`config.mk`:
```
export PLATFORM = sky130hd
export DESIGN_NAME = gpio_bank
export DESIGN_NICKNAME = d
export VERILOG_FILES = /design/src/rtl/gpio_pkg.sv /design/src/rtl/gpio_sync.sv /design/src/rtl/gpio_decode.sv /design/src/rtl/gpio_pin.sv /design/src/rtl/gpio_bank.sv
export SDC_FILE = /design/constraint.sdc
export NUM_CORES = 1
export LEC_CHECK = 0
export ABC_AREA = 1
export BUFFER_PORTS_ARGS = -buffer_cell sky130_fd_sc_hd__buf_2
export CAP_MARGIN = 15
export CORE_ASPECT_RATIO = 1.1
export CORE_UTILIZATION = 45
export DETAILED_ROUTE_END_ITERATION = 6
export PLACE_DENSITY = 0.68
export SYNTH_ARGS = -nofsm -noshare
export SYNTH_HDL_FRONTEND = slang
export SYNTH_SLANG_ARGS = --single-unit
export TNS_END_PERCENT = 30
```
`constraint.sdc`:
```
create_clock -name clk -period 4 [get_ports clk]
set_input_delay 0.6 -clock clk [delete_from_list [all_inputs] [get_ports clk]]
set_output_delay 0.6 -clock clk [all_outputs]
set_load 0.01 [all_outputs]
```
`src/rtl/gpio_pkg.sv`:
```
`timescale 1ns/1ps
package gpio_pkg;
  // Register index as seen by the decoder; order sets the address map.
  typedef enum logic [2:0] {
    SEL_DIR  = 3'd0,
    SEL_DAT  = 3'd1,
    SEL_MODE = 3'd2,
    SEL_ESEL = 3'd3,
    SEL_IEN  = 3'd4,
    SEL_IST  = 3'd5,
    SEL_NONE = 3'd7
  } reg_sel_e;

  localparam int NUM_REGS = 6;
  localparam int REG_W    = 16;
endpackage

```
`src/rtl/gpio_sync.sv`:
```
`timescale 1ns/1ps
module gpio_sync #(
  parameter int W = 10
) (
  input  logic         clk,
  input  logic         rst_n,
  input  logic [W-1:0] d,
  output logic [W-1:0] q
);
  logic [W-1:0] meta;

  always_ff @(posedge clk or negedge rst_n) begin
    if (!rst_n) begin
      meta <= '0;
      q    <= '0;
    end else begin
      meta <= d;
      q    <= meta;
    end
  end
endmodule

```
`src/rtl/gpio_decode.sv`:
```
`timescale 1ns/1ps
module gpio_decode
  import gpio_pkg::*;
#(
  parameter int          AW   = 8,
  parameter logic [AW-1:0] BASE = 8'h20
) (
  input  logic [AW-1:0] addr,
  output reg_sel_e      sel,
  output logic          hi
);
  logic [AW-1:0] off;
  logic [AW-2:0] idx;

  assign off = addr - BASE;
  assign idx = off[AW-1:1];
  assign hi  = off[0];

  always_comb begin
    if (off < AW'(2 * NUM_REGS)) sel = reg_sel_e'(idx[2:0]);
    else                         sel = SEL_NONE;
  end
endmodule

```
`src/rtl/gpio_pin.sv`:
```
`timescale 1ns/1ps
module gpio_pin (
  input  logic clk,
  input  logic rst_n,
  input  logic lvl,      // synchronized pin level
  input  logic wbit,     // bus data bit for this pin
  input  logic we_dir,
  input  logic we_dat,
  input  logic we_mode,
  input  logic we_esel,
  input  logic we_ien,
  input  logic we_ist,
  output logic dir,
  output logic dat,
  output logic mode,
  output logic esel,
  output logic ien,
  output logic ist
);
  logic prev;
  logic rise, fall, cap, iev;

  // Edges only count while the pin is an input.
  assign rise = ~dir & lvl & ~prev;
  assign fall = ~dir & ~lvl & prev;
  assign cap  = rise | (esel & fall);
  assign iev  = esel ? fall : rise;

  always_ff @(posedge clk or negedge rst_n) begin
    if (!rst_n) begin
      prev <= 1'b0;
      dir  <= 1'b0;
      dat  <= 1'b0;
      mode <= 1'b0;
      esel <= 1'b0;
      ien  <= 1'b0;
      ist  <= 1'b0;
    end else begin
      prev <= lvl;
      if (we_dir)  dir  <= wbit;
      if (we_mode) mode <= wbit;
      if (we_esel) esel <= wbit;
      if (we_ien)  ien  <= wbit;

      if (dir) begin
        if (we_dat) dat <= wbit;
      end else if (!mode) begin
        dat <= lvl;
      end else if (cap) begin
        dat <= 1'b1;                  // event beats a same-cycle clear
      end else if (we_dat && !wbit) begin
        dat <= 1'b0;
      end

      if (iev)                 ist <= 1'b1;
      else if (we_ist && wbit) ist <= 1'b0;
    end
  end
endmodule

```
`src/rtl/gpio_bank.sv`:
```
`timescale 1ns/1ps
module gpio_bank
  import gpio_pkg::*;
#(
  parameter int            NPINS     = 10,
  parameter int            FIRST_BIT = 1,
  parameter int            AW        = 8,
  parameter logic [AW-1:0] BASE      = 8'h20
) (
  input  logic             clk,
  input  logic             rst_n,
  input  logic             bus_we,
  input  logic [AW-1:0]    bus_addr,
  input  logic [7:0]       bus_wdata,
  output logic [7:0]       bus_rdata,
  input  logic [NPINS-1:0] gpio_i,
  output logic [NPINS-1:0] gpio_o,
  output logic [NPINS-1:0] gpio_oe,
  output logic             irq
);
  localparam int PAD = REG_W - NPINS;

  reg_sel_e         sel;
  logic             hi;
  logic [NPINS-1:0] lvl;
  logic [NPINS-1:0] dir_q, dat_q, mode_q, esel_q, ien_q, ist_q;
  logic [NPINS-1:0] rd_vec;
  logic [REG_W-1:0] rd_word;

  gpio_sync #(.W(NPINS)) u_sync (
    .clk(clk), .rst_n(rst_n), .d(gpio_i), .q(lvl)
  );

  gpio_decode #(.AW(AW), .BASE(BASE)) u_dec (
    .addr(bus_addr), .sel(sel), .hi(hi)
  );

  for (genvar i = 0; i < NPINS; i++) begin : g_pin
    localparam int POS  = i + FIRST_BIT;
    localparam int LANE = POS / 8;
    localparam int BITX = POS % 8;
    logic hit;
    assign hit = bus_we && (hi == LANE[0]);

    gpio_pin u_pin (
      .clk    (clk),
      .rst_n  (rst_n),
      .lvl    (lvl[i]),
      .wbit   (bus_wdata[BITX]),
      .we_dir (hit && sel == SEL_DIR),
      .we_dat (hit && sel == SEL_DAT),
      .we_mode(hit && sel == SEL_MODE),
      .we_esel(hit && sel == SEL_ESEL),
      .we_ien (hit && sel == SEL_IEN),
      .we_ist (hit && sel == SEL_IST),
      .dir    (dir_q[i]),
      .dat    (dat_q[i]),
      .mode   (mode_q[i]),
      .esel   (esel_q[i]),
      .ien    (ien_q[i]),
      .ist    (ist_q[i])
    );
  end

  always_comb begin
    case (sel)
      SEL_DIR:  rd_vec = dir_q;
      SEL_DAT:  rd_vec = dat_q;
      SEL_MODE: rd_vec = mode_q;
      SEL_ESEL: rd_vec = esel_q;
      SEL_IEN:  rd_vec = ien_q;
      SEL_IST:  rd_vec = ist_q;
      default:  rd_vec = '0;
    endcase
  end

  assign rd_word   = {{PAD{1'b0}}, rd_vec} << FIRST_BIT;
  assign bus_rdata = hi ? rd_word[15:8] : rd_word[7:0];

  assign gpio_oe = dir_q;
  assign gpio_o  = dat_q & dir_q;
  assign irq     = |(ist_q & ien_q);
endmodule

```
==> results.sh, run 1 <==
export IMPL_crit_fanout=14
export IMPL_max_stage_delay_ns=0.48
export IMPL_finalHoldViolCount=0
export IMPL_drt_iter0_markers=261
export IMPL_via_per_inst=5.484
export IMPL_finalPower_uw=1874
export IMPL_fin_crit_sh=0.7740
export IMPL_synth_seq_cells=90
export IMPL_final_area_um2=5061
export IMPL_gp_congestion=0.8974
export IMPL_wire_per_inst_um=15.47
export IMPL_grt_setup_unrepaired="false"
export IMPL_dr_max_layer_used="met4"
export IMPL_post_cts_buffers=0
export IMPL_grt_pass1_vias=3832
export IMPL_ys_dominant_reg_cell="dfrtp_1"
export IMPL_power_density_nw_per_um2=370.3
export IMPL_critPathBufInv=4
export IMPL_async_reset_ff_frac=1.000
export IMPL_synth_top_cell_area_share=0.4917
export IMPL_synth_top_cell_by_area="dfrtp_1"
export IMPL_cp_cell_sequence="buf_2, inv_2, ha_1, inv_1, nand2_1, nand3_4, nor2_8, nand2_1, nor2_2, nand2_1, nand2_1, nor2_1, a21oi_1, buf_2"
export IMPL_ctsResizeCount=0
export IMPL_nets=642
export IMPL_die_height_um=107.8
export IMPL_cts_sink_count=90
export IMPL_vias=4042
export IMPL_fp_row_count=38
export IMPL_skew_ns=0.007374
export IMPL_routed_wl_um=11400
export IMPL_hold_depth=1
export IMPL_antenna_cells=0
export IMPL_grt_max_degree=72
export IMPL_min_from="gpio_i[7]"
export IMPL_portBuffers=57
export IMPL_cts_root_buf="clkbuf_8"
export IMPL_cts_tree="built"
export IMPL_yosysWarnings=0
export IMPL_die_area_um2=10590
export IMPL_clkSlewWorstSetupHoldPaths_ns=0.09
export IMPL_synth_area_leaders="dfrtp_1, nand2_1, inv_1, nand4_1, o21ai_1"
export IMPL_synth_nets=598
export IMPL_maxSlewViolCount=0
export IMPL_reg2reg_to="g_pin[1].u_pin.dat"
export IMPL_final_core_util=0.5118
export IMPL_pin_count=58
export IMPL_cp_required_ns=3.40
export IMPL_tightest_slew_ns=0.9080
export IMPL_startpoint="bus_addr[5]"
export IMPL_endpoint_kind="output port"
export IMPL_crit_top_cell="nand2_1"
export IMPL_routed_wl_met3_um=721
export IMPL_clock_latency_ns=0.38
export IMPL_clock_path_buffers=2
export IMPL_cp_arrival_ns=2.50
export IMPL_irDropWorstVdd_v=0.0001785
export IMPL_place_area_um2=4856
export IMPL_worst_path_max_delay_cell="nor2_2"
export IMPL_grt_overflow=0
export IMPL_firstDrtPassIters=7
export IMPL_cp_top_family="simple AND/OR/NAND/NOR gates"
export IMPL_power_leakage_uw=0.002548
export IMPL_coreArea_um2=9889
export IMPL_netlist_area_um2=4581
export IMPL_start_util=0.4632
export IMPL_ant_nets=0
export IMPL_cts_buffers=9
export IMPL_critPathKind="primary input to output port"
export IMPL_avgSynthCellArea_um2=8.065
export IMPL_synth_cell_type_count=30
export IMPL_fillCellCount=963
export IMPL_cts_max_level=3
export IMPL_cts_hold_buffers=0
export IMPL_setup_viol=0
export IMPL_drc=0
export IMPL_r2r_cells=6
export IMPL_final_layout_size_suffix_gt1_frac=0.1880
export IMPL_netlist_instances=568
export IMPL_cap_violations=0
export IMPL_ys_seq_area_frac=0.4917
export IMPL_min_path_type="primary input to flip-flop"
export IMPL_min_period_ns=3.096
export IMPL_antenna_found_initial=0
export IMPL_routed_wl_met2_um=5262
export IMPL_wl_met1_um=5048
export IMPL_min_to="u_sync.meta[7]"
export IMPL_track_usage=0.2314
export IMPL_synth_most_common_cell="nand2_1"
export IMPL_cp_start_kind="primary input"
export IMPL_syn2layout_area_growth_pct=10.49
export IMPL_outcome="finished, final reports clean"
export IMPL_dp_hpwl_um=7924
export IMPL_r2r_start="u_sync.q[1]"
export IMPL_max_freq_mhz=323.0
export IMPL_maxSlewHeadroom=0.3946
export IMPL_regToRegSetupSlack_ns=2.71
export IMPL_final_setup_tns_ns=0
export IMPL_synth_edff_count=0
export IMPL_grt_first_pass_wirelength_um=18920
export IMPL_ys_top_cells_by_count="nand2_1, dfrtp_1, inv_1"
export IMPL_fp_dieW_um=98.20
==> state kept, by name, summed over array words and instances, names as in the netlist <==
name	count
g_pin.u_pin.dat	10
g_pin.u_pin.dir	10
g_pin.u_pin.esel	10
g_pin.u_pin.ien	10
g_pin.u_pin.ist	10
g_pin.u_pin.mode	10
g_pin.u_pin.prev	10
u_sync.meta	10
u_sync.q	10
==> routing by layer <==
| layer | vias up | track usage |
|---|---|---|
| li1 | 1935 | - |
| met4 | 0 | 0.1301 |
| met1 | 1930 | 0.3055 |
| met3 | 27 | 0.03636 |
| met2 | 150 | 0.3647 |
| met5 | - | 0 |
==> worst max path at each step <==
stage | endpoint | cells past startpoint | slack (ns)
final | bus_rdata[5] | 14 | 0.90
after global routing | bus_rdata[5] | 14 | 0.66
after CTS | bus_rdata[5] | 14 | 0.90
after detailed placement | bus_rdata[5] | 14 | 0.91
after global placement | bus_rdata[5] | 14 | 1.01
after floorplan | bus_rdata[3] | 12 | 1.57
==> cells in the final DEF, fill, tap and decap left out, types with 2 or more instances in the layout <==
cell,count
nand3_2,3
a221oi_1,2
nor2_1,28
o22ai_1,3
a21oi_1,13
clkinvlp_4,2
nand3_1,25
or3_1,7
buf_4,5
nor2_2,3
or2_2,13
dfrtp_1,90
nand2_1,150
clkbuf_8,11
o31ai_1,5
o21ai_2,7
buf_2,56
nand4_1,40
a31oi_1,2
nand2_2,7
inv_1,73
a22o_1,2
inv_2,4
o21ai_1,34
o21ai_0,24
==> logic make-up after synthesis <==
kind of cell | Yosys count | share of synthesized area
compound gates | 93 | 0.1155
fa+ha+maj | 1 | 0.002731
buf+inv | 105 | 0.1052
flops | 90 | 0.4917
simple gates | 279 | 0.2849
==> worst register-to-register path, cell delays in order, from the launching register on <==
cell	delay, ns
dfrtp_1	0.38
inv_1	0.07
or2_2	0.28
nand3_1	0.09
nand2_1	0.09
o31ai_1	0.22
nor2_1	0.06
==> report_power, final <==
| group | total [µW] | leakage, µW | internal, µW | switching (µW) |
|---|---|---|---|---|
| Combinational | 204 | 0.00135 | 72.6 | 132 |
| Sequential | 1010 | 0.00110 | 964 | 49.4 |
| Clock | 657 | 0.0000986 | 322 | 334 |
| Total | 1870 | 0.00255 | 1360 | 516 |
==> area by class of cell <==
class | count | area [µm²] | area share
Inverter | 77 | 289.0 | 0.05711
Timing Repair Buffer | 61 | 317.8 | 0.06279
Clock inverter | 4 | 50.05 | 0.009889
Clock buffer | 12 | 155.1 | 0.03066
Sequential cell | 90 | 2252 | 0.4450
Multi-Input combinational cell | 373 | 1847 | 0.3649
Tap cell | 120 | 150.1 | 0.02967
==> metrics by stage <==
| step | hold slack (ns) | std cells | setup slack [ns] |
|---|---|---|---|
| global placement | 0.3336 | 721 | 1.012 |
| floorplan | 0.3044 | 568 | 1.573 |
| global route | 0.3121 | 737 | 0.6571 |
| detailed placement | 0.3365 | 721 | 0.9144 |
| finish | 0.3212 | 737 | 0.9041 |
| CTS | 0.3080 | 737 | 0.8972 |
Note: power is estimated with default switching activity, not from simulation.
==> inputs of run 2 (changes only) <==
--- a/config.mk
+++ b/config.mk
@@ -5,7 +5,7 @@
 export SDC_FILE = /design/constraint.sdc
 export NUM_CORES = 1
 export LEC_CHECK = 0
-export ABC_AREA = 1
+export ABC_AREA = 0
 export BUFFER_PORTS_ARGS = -buffer_cell sky130_fd_sc_hd__buf_2
 export CAP_MARGIN = 15
 export CORE_ASPECT_RATIO = 1.1
==> constraint.sdc (replaced) <==
create_clock -name clk -period 3.2 [get_ports clk]
set_input_delay 0.48 -clock clk [delete_from_list [all_inputs] [get_ports clk]]
set_output_delay 0.48 -clock clk [all_outputs]
set_load 0.01 [all_outputs]
==> run 2 against run 1 <==
The run now ends with design-rule violations left. Sequential cell count is the same. Design area is 1.6% higher. Clock skew is 0.0033 ns higher. Non-clock buffer count increased by 12. Setup slack got worse by 0.50 ns. Global-route usage shrank 1.0 points. Register-to-register slack worse by 0.71 ns. Sequential power rose by 26%. Die area fell by 1.1%. Synthesized cell count decreased by 28%. Clock-buffer cell count decreased by 2. Critical endpoint is now bus_rdata[7].
==> results.sh, run 2 <==
export IMPL_outcome="finished with violations"
export IMPL_violations="design-rule violations"
export IMPL_portBuffers=57
export IMPL_pin_count=58
export IMPL_synth_compound_area_share=0.1365
export IMPL_post_place_ws_ns=0.4227
export IMPL_netlist_instances=408
export IMPL_fin_ws_ns=0.4066
export IMPL_grt_pass1_vias=3380
export IMPL_post_cts_buffers=0
export IMPL_synth_top_family_by_area="multiplexers"
export IMPL_synth_edff_count=0
export IMPL_cts_buffers=9
export IMPL_regToRegSetupSlack_ns=2.00
export IMPL_cp_arrival_ns=2.31
export IMPL_worst_path_max_delay_cell="xor2_2"
export IMPL_dp_hpwl_um=7485
export IMPL_cts_hold_buffers=0
export IMPL_r2r_start="u_sync.q[1]"
export IMPL_cts_sink_count=90
export IMPL_cp_required_ns=2.72
export IMPL_synth_top_cell_by_area="dfrtp_1"
export IMPL_cap_violations=0
export IMPL_drt_iter0_markers=244
export IMPL_fillCellCount=866
export IMPL_grt_first_pass_wirelength_um=17570
export IMPL_irDropWorstVdd_v=0.0002822
export IMPL_reg2reg_to="g_pin[1].u_pin.dat"
export IMPL_maxSlewHeadroom=0.5208
export IMPL_antenna_found_initial=0
export IMPL_synth_most_common_cell="dfrtp_1"
export IMPL_grt_max_degree=55
export IMPL_power_leakage_uw=0.002312
export IMPL_cp_start_kind="primary input"
export IMPL_fp_dieW_um=97.66
export IMPL_antenna_cells=0
export IMPL_finalHoldViolCount=0
export IMPL_firstDrtPassIters=6
export IMPL_p_int_uw=1699
export IMPL_maxSlewViolCount=0
export IMPL_synth_simple_area_share=0.1566
export IMPL_track_usage=0.2211
export IMPL_power_density_nw_per_um2=458.2
export IMPL_tightest_slew_ns=0.7123
export IMPL_ys_top_cells_by_count="dfrtp_1, mux2_2, mux2i_1"
export IMPL_min_path_type="primary input to asynchronous set/reset pin"
export IMPL_drc=7
export IMPL_p_comb_frac=0.131
export IMPL_vias=3458
export IMPL_cp_cell_sequence="buf_2, inv_1, ha_1, xor2_2, buf_4, nor3_1, o21ai_0, a21oi_1, buf_2"
export IMPL_synth_top_cell_area_share=0.4972
export IMPL_pwr_share_clk=0.332
export IMPL_endpoint_kind="output port"
export IMPL_synth_fa_ha_area_frac=0.002762
export IMPL_cts_root_buf="clkbuf_8"
export IMPL_swShare=0.2790
export IMPL_grt_overflow=0
export IMPL_final_area_um2=5142
export IMPL_fp_row_count=38
export IMPL_ctsResizeCount=0
export IMPL_setup_viol=0
export IMPL_clock_latency_ns=0.37
export IMPL_synth_xor_area_share=0.003867
export IMPL_gp_congestion=0.9008
export IMPL_layout_common_cells="dfrtp_1, buf_2, mux2_2"
export IMPL_synth_nets=438
export IMPL_ys_seq_area_frac=0.4972
export IMPL_avgSynthCellArea_um2=11.10
export IMPL_final_core_util=0.5225
export IMPL_synth_seq_cells=90
export IMPL_final_common_cell="dfrtp_1"
export IMPL_synth_cell_type_count=47
export IMPL_die_area_um2=10470
export IMPL_syn2layout_area_growth_pct=13.54
export IMPL_grt_setup_unrepaired="false"
export IMPL_synthMuxAreaShare=0.1591
export IMPL_wl_met1_um=4844
export IMPL_async_reset_ff_frac=1.000
export IMPL_place_area_um2=4950
export IMPL_min_period_ns=2.793
export IMPL_critPathKind="primary input to output port"
export IMPL_yosysWarnings=0
export IMPL_die_height_um=107.2
export IMPL_routed_wl_met3_um=638
export IMPL_cp_top_family="buffers and inverters"
export IMPL_critPathBufInv=4
export IMPL_dr_max_layer_used="met4"
export IMPL_routed_wl_um=10680
export IMPL_clock_path_buffers=2
export IMPL_start_util=0.4602
export IMPL_skew_ns=0.01069
export IMPL_nets=494
export IMPL_seq_power_share=0.537
export IMPL_max_stage_delay_ns=0.54
export IMPL_ys_dominant_reg_cell="dfrtp_1"
export IMPL_cts_max_level=3
export IMPL_coreArea_um2=9842
export IMPL_routed_wl_met2_um=4914
export IMPL_crit_top_cell="buf_2"
export IMPL_wire_per_inst_um=18.13
export IMPL_max_freq_mhz=358.0
export IMPL_cts_tree="built"
export IMPL_via_per_inst=5.871
export IMPL_final_setup_tns_ns=0
export IMPL_crit_fanout=15
export IMPL_synth_area_leaders="dfrtp_1, mux2_2, mux2i_1, o21ai_0, nand3b_1"
export IMPL_clkSlewWorstSetupHoldPaths_ns=0.09
export IMPL_r2r_cells=4
export IMPL_fin_crit_sh=0.8730
export IMPL_ant_nets=0
export IMPL_final_layout_size_suffix_gt1_frac=0.2985
export IMPL_netlist_area_um2=4529
export IMPL_p_sw_uw=657.4
-- run 2: cell types whose count changed in the layout (fill, tap and decap cells not counted), sizes merged, moves of 26 or more --
cell	before	now
nand2	157	16
nand4	40	2
mux2	0	40
o21ai	65	23
inv	77	13
nand3	29	3
mux2i	0	27
-- run 2: power groups by stage --
stage / sequential (µW) / clock, µW / combinational [µW]
2_1_floorplan: 1270 / 0 / 209
3_3_place_gp: 1280 / 0 / 302
3_5_place_dp: 1290 / 0 / 309
4_1_cts: 1270 / 801 / 311
5_1_grt: 1280 / 846 / 340
6_report: 1270 / 782 / 309
-- run 2: through the flow --
stage	power [µW]	std cells	hold slack [ns]
after floorplan	1476	408	0.1844
after global placement	1586	573	0.3328
after detailed placement	1597	573	0.3347
after CTS	2377	589	0.1735
after global routing	2463	589	0.1846
final	2356	589	0.1554
-- run 2: kinds of logic (layout without fill, tap and decap cells) --
group,after synthesis,count (layout)
flip-flops,90,90
XOR/XNOR,2,2
buffers and inverters,39,100
adder cells (fa/ha/maj),1,1
AO/OA/AOI/OAI,87,87
multiplexers,67,67
AND/OR/NAND/NOR,122,122
-- run 2: how the worst max path moves through the flow --
stage,from,end,slack (ns),depth (start not counted)
floorplan,bus_addr[5],bus_rdata[1],0.87,8
global placement,bus_addr[5],bus_rdata[1],0.49,8
detailed placement,bus_addr[5],bus_rdata[7],0.42,9
CTS,bus_addr[5],bus_rdata[7],0.42,9
global route,bus_addr[5],bus_rdata[7],0.22,9
finish,bus_addr[5],bus_rdata[7],0.41,9
-- run 2: layer usage --
| metal | track usage | up-vias |
|---|---|---|
| met5 | 0 | - |
| met4 | 0.1104 | 0 |
| met3 | 0.04563 | 22 |
| met2 | 0.3273 | 118 |
| met1 | 0.3085 | 1712 |
| li1 | - | 1606 |
-- run 2: final cells by class --
| cell class | instances | area [µm²] | area share |
|---|---|---|---|
| flip-flops and latches | 90 | 2252 | 0.4380 |
| multi-input cells | 279 | 2086 | 0.4056 |
| repair buffers | 73 | 420.4 | 0.08175 |
| well taps | 120 | 150.1 | 0.02920 |
| clock buffers | 10 | 127.6 | 0.02482 |
| clock inverters | 6 | 65.06 | 0.01265 |
| inverters | 11 | 41.29 | 0.008029 |
-- run 2: worst reg2reg max path, cell delays in order (launching register included) --
cell	delay, ns
dfrtp_1	0.42
nand3b_1	0.19
a31oi_1	0.27
o21ai_0	0.17
o31ai_2	0.08
==> inputs of run 3 (changes only) <==
--- a/config.mk
+++ b/config.mk
@@ -10,6 +10,7 @@
 export CAP_MARGIN = 15
 export CORE_ASPECT_RATIO = 1.1
 export CORE_UTILIZATION = 45
+export CTS_BUF_LIST = sky130_fd_sc_hd__clkbuf_8
 export DETAILED_ROUTE_END_ITERATION = 6
 export PLACE_DENSITY = 0.68
 export SYNTH_ARGS = -nofsm -noshare
==> run 3 against run 2 <==
The flow still finishes with violations (design-rule violations). Via count is 0.55% higher. Setup slack worse by 0.0017 ns. Fmax hardly changed. Register-to-register slack hardly changed. Combinational power hardly changed. Clock power hardly changed. Design area stayed put. Wire length is 0.33% higher. Non-clock buffer count stayed put. Critical endpoint is now bus_rdata[6]. Largest cell class unchanged.
==> results.sh, run 3 (same netlist as run 2, synthesis figures left out) <==
export IMPL_outcome="finished with violations"
export IMPL_violations="design-rule violations"
export IMPL_skew_ns=0.01062
export IMPL_clock_path_buffers=2
export IMPL_cts_root_buf="clkbuf_8"
export IMPL_layout_common_cells="dfrtp_1, buf_2, mux2_2"
export IMPL_max_freq_mhz=357.8
export IMPL_grt_first_pass_wirelength_um=17570
export IMPL_antenna_cells=0
export IMPL_cp_required_ns=2.72
export IMPL_endpoint_kind="output port"
export IMPL_tightest_slew_ns=0.7109
export IMPL_ant_nets=0
export IMPL_cap_violations=0
export IMPL_place_area_um2=4950
export IMPL_dp_hpwl_um=7485
export IMPL_crit_fanout=15
export IMPL_gp_congestion=0.9008
export IMPL_wire_per_inst_um=18.19
export IMPL_fillCellCount=866
export IMPL_post_cts_buffers=0
export IMPL_maxSlewViolCount=0
export IMPL_final_setup_tns_ns=0
export IMPL_cts_tree="built"
export IMPL_cts_hold_buffers=0
export IMPL_multi_input_area_um2=2086
export IMPL_crit_top_cell="buf_2"
export IMPL_final_common_cell="dfrtp_1"
export IMPL_fin_crit_sh=0.8735
export IMPL_pin_count=58
export IMPL_cp_start_kind="primary input"
export IMPL_firstDrtPassIters=6
export IMPL_vias=3477
export IMPL_cp_cell_sequence="buf_2, inv_1, ha_1, xor2_2, buf_4, nor3_1, o21ai_0, a21oi_1, buf_2"
export IMPL_max_stage_delay_ns=0.54
export IMPL_start_util=0.4602
export IMPL_cts_max_level=3
export IMPL_critPathKind="primary input to output port"
export IMPL_min_path_type="primary input to asynchronous set/reset pin"
export IMPL_ctsResizeCount=0
export IMPL_fp_dieW_um=97.66
export IMPL_grt_max_degree=55
export IMPL_drc=7
export IMPL_nets=494
export IMPL_grt_setup_unrepaired="false"
export IMPL_min_period_ns=2.795
export IMPL_drt_iter0_markers=244
export IMPL_die_area_um2=10470
export IMPL_coreArea_um2=9842
export IMPL_maxSlewHeadroom=0.5217
export IMPL_syn2layout_area_growth_pct=13.54
export IMPL_cts_sink_count=90
export IMPL_final_seq_area_um2=2252
export IMPL_final_area_um2=5142
export IMPL_irDropWorstVdd_v=0.0002818
export IMPL_clkSlewWorstSetupHoldPaths_ns=0.09
export IMPL_routed_wl_um=10710
export IMPL_power_leakage_uw=0.002316
export IMPL_setup_viol=0
export IMPL_via_per_inst=5.903
export IMPL_antenna_found_initial=0
export IMPL_clock_latency_ns=0.37
export IMPL_cp_arrival_ns=2.32
export IMPL_power_density_nw_per_um2=457.7
export IMPL_worst_path_max_delay_cell="xor2_2"
export IMPL_grt_pass1_vias=3380
export IMPL_fp_row_count=38
export IMPL_die_height_um=107.2
export IMPL_cts_buffers=9
export IMPL_final_layout_size_suffix_gt1_frac=0.2985
export IMPL_finalPower_uw=2354
export IMPL_portBuffers=57
export IMPL_track_usage=0.2211
export IMPL_finalHoldViolCount=0
export IMPL_grt_overflow=0
-- run 3: cell types whose count changed in the layout (fill, tap and decap cells not counted) --
cell and delta:
inv_1 +1, clkbuf_1 -1
-- run 3: metrics by stage --
step	cells	setup WS, ns	hold slack, ns	util
floorplan	408	0.8658	0.1844	-
global placement	573	0.4922	0.3328	0.5029
detailed placement	573	0.4227	0.3347	0.5029
CTS	589	0.4199	0.1731	0.5225
global route	589	0.2217	0.1846	0.5225
finish	589	0.4048	0.1589	0.5225
-- run 3: final cells by class --
| class | count | area share |
|---|---|---|
| clock buffers | 9 | 0.02409 |
| clock inverters | 7 | 0.01338 |
| multi-input cells | 279 | 0.4056 |
| repair buffers | 73 | 0.08175 |
| inverters | 11 | 0.008029 |
| well taps | 120 | 0.02920 |
| flip-flops and latches | 90 | 0.4380 |
-- run 3: worst paths after layout --
path | start | end | slack [ns] | cells after the start
min in group clk | gpio_i[6] | u_sync.meta[6] | 0.20 | 1
worst min register to register | u_sync.meta[9] | u_sync.q[9] | 0.35 | 0
worst min-delay path | rst_n | u_sync.meta[1] | 0.16 | 1
max in group asynchronous | rst_n | g_pin[0].u_pin.mode | 2.40 | 2
worst max-delay path | bus_addr[5] | bus_rdata[6] | 0.40 | 9
worst max register to register | u_sync.q[1] | g_pin[1].u_pin.dat | 2.00 | 4
-- run 3: where the power goes --
part           total [µW]  internal, µW  switching [µW]  leakage [µW]
clock                 779           361             418      0.000101
sequential           1270          1200            63.3       0.00111
combinational         309           133             177       0.00111
total                2350          1700             658       0.00232
-- run 3: layer usage --
layer	track usage	part of all wire	vias up
met5	0	0	-
met4	0.1104	0.028	0
met3	0.04563	0.061	26
met2	0.3273	0.46	127
met1	0.3085	0.45	1717
li1	-	-	1607
-- run 3: worst max-delay path: cells and delay by family --
family	cells	cell delay, ns
buffers and inverters	4	0.65
adders and majority gates	1	0.25
xor gates and xnor gates	1	0.54
AOI/OAI and AO/OA	2	0.31
and+or+nand+nor	1	0.07
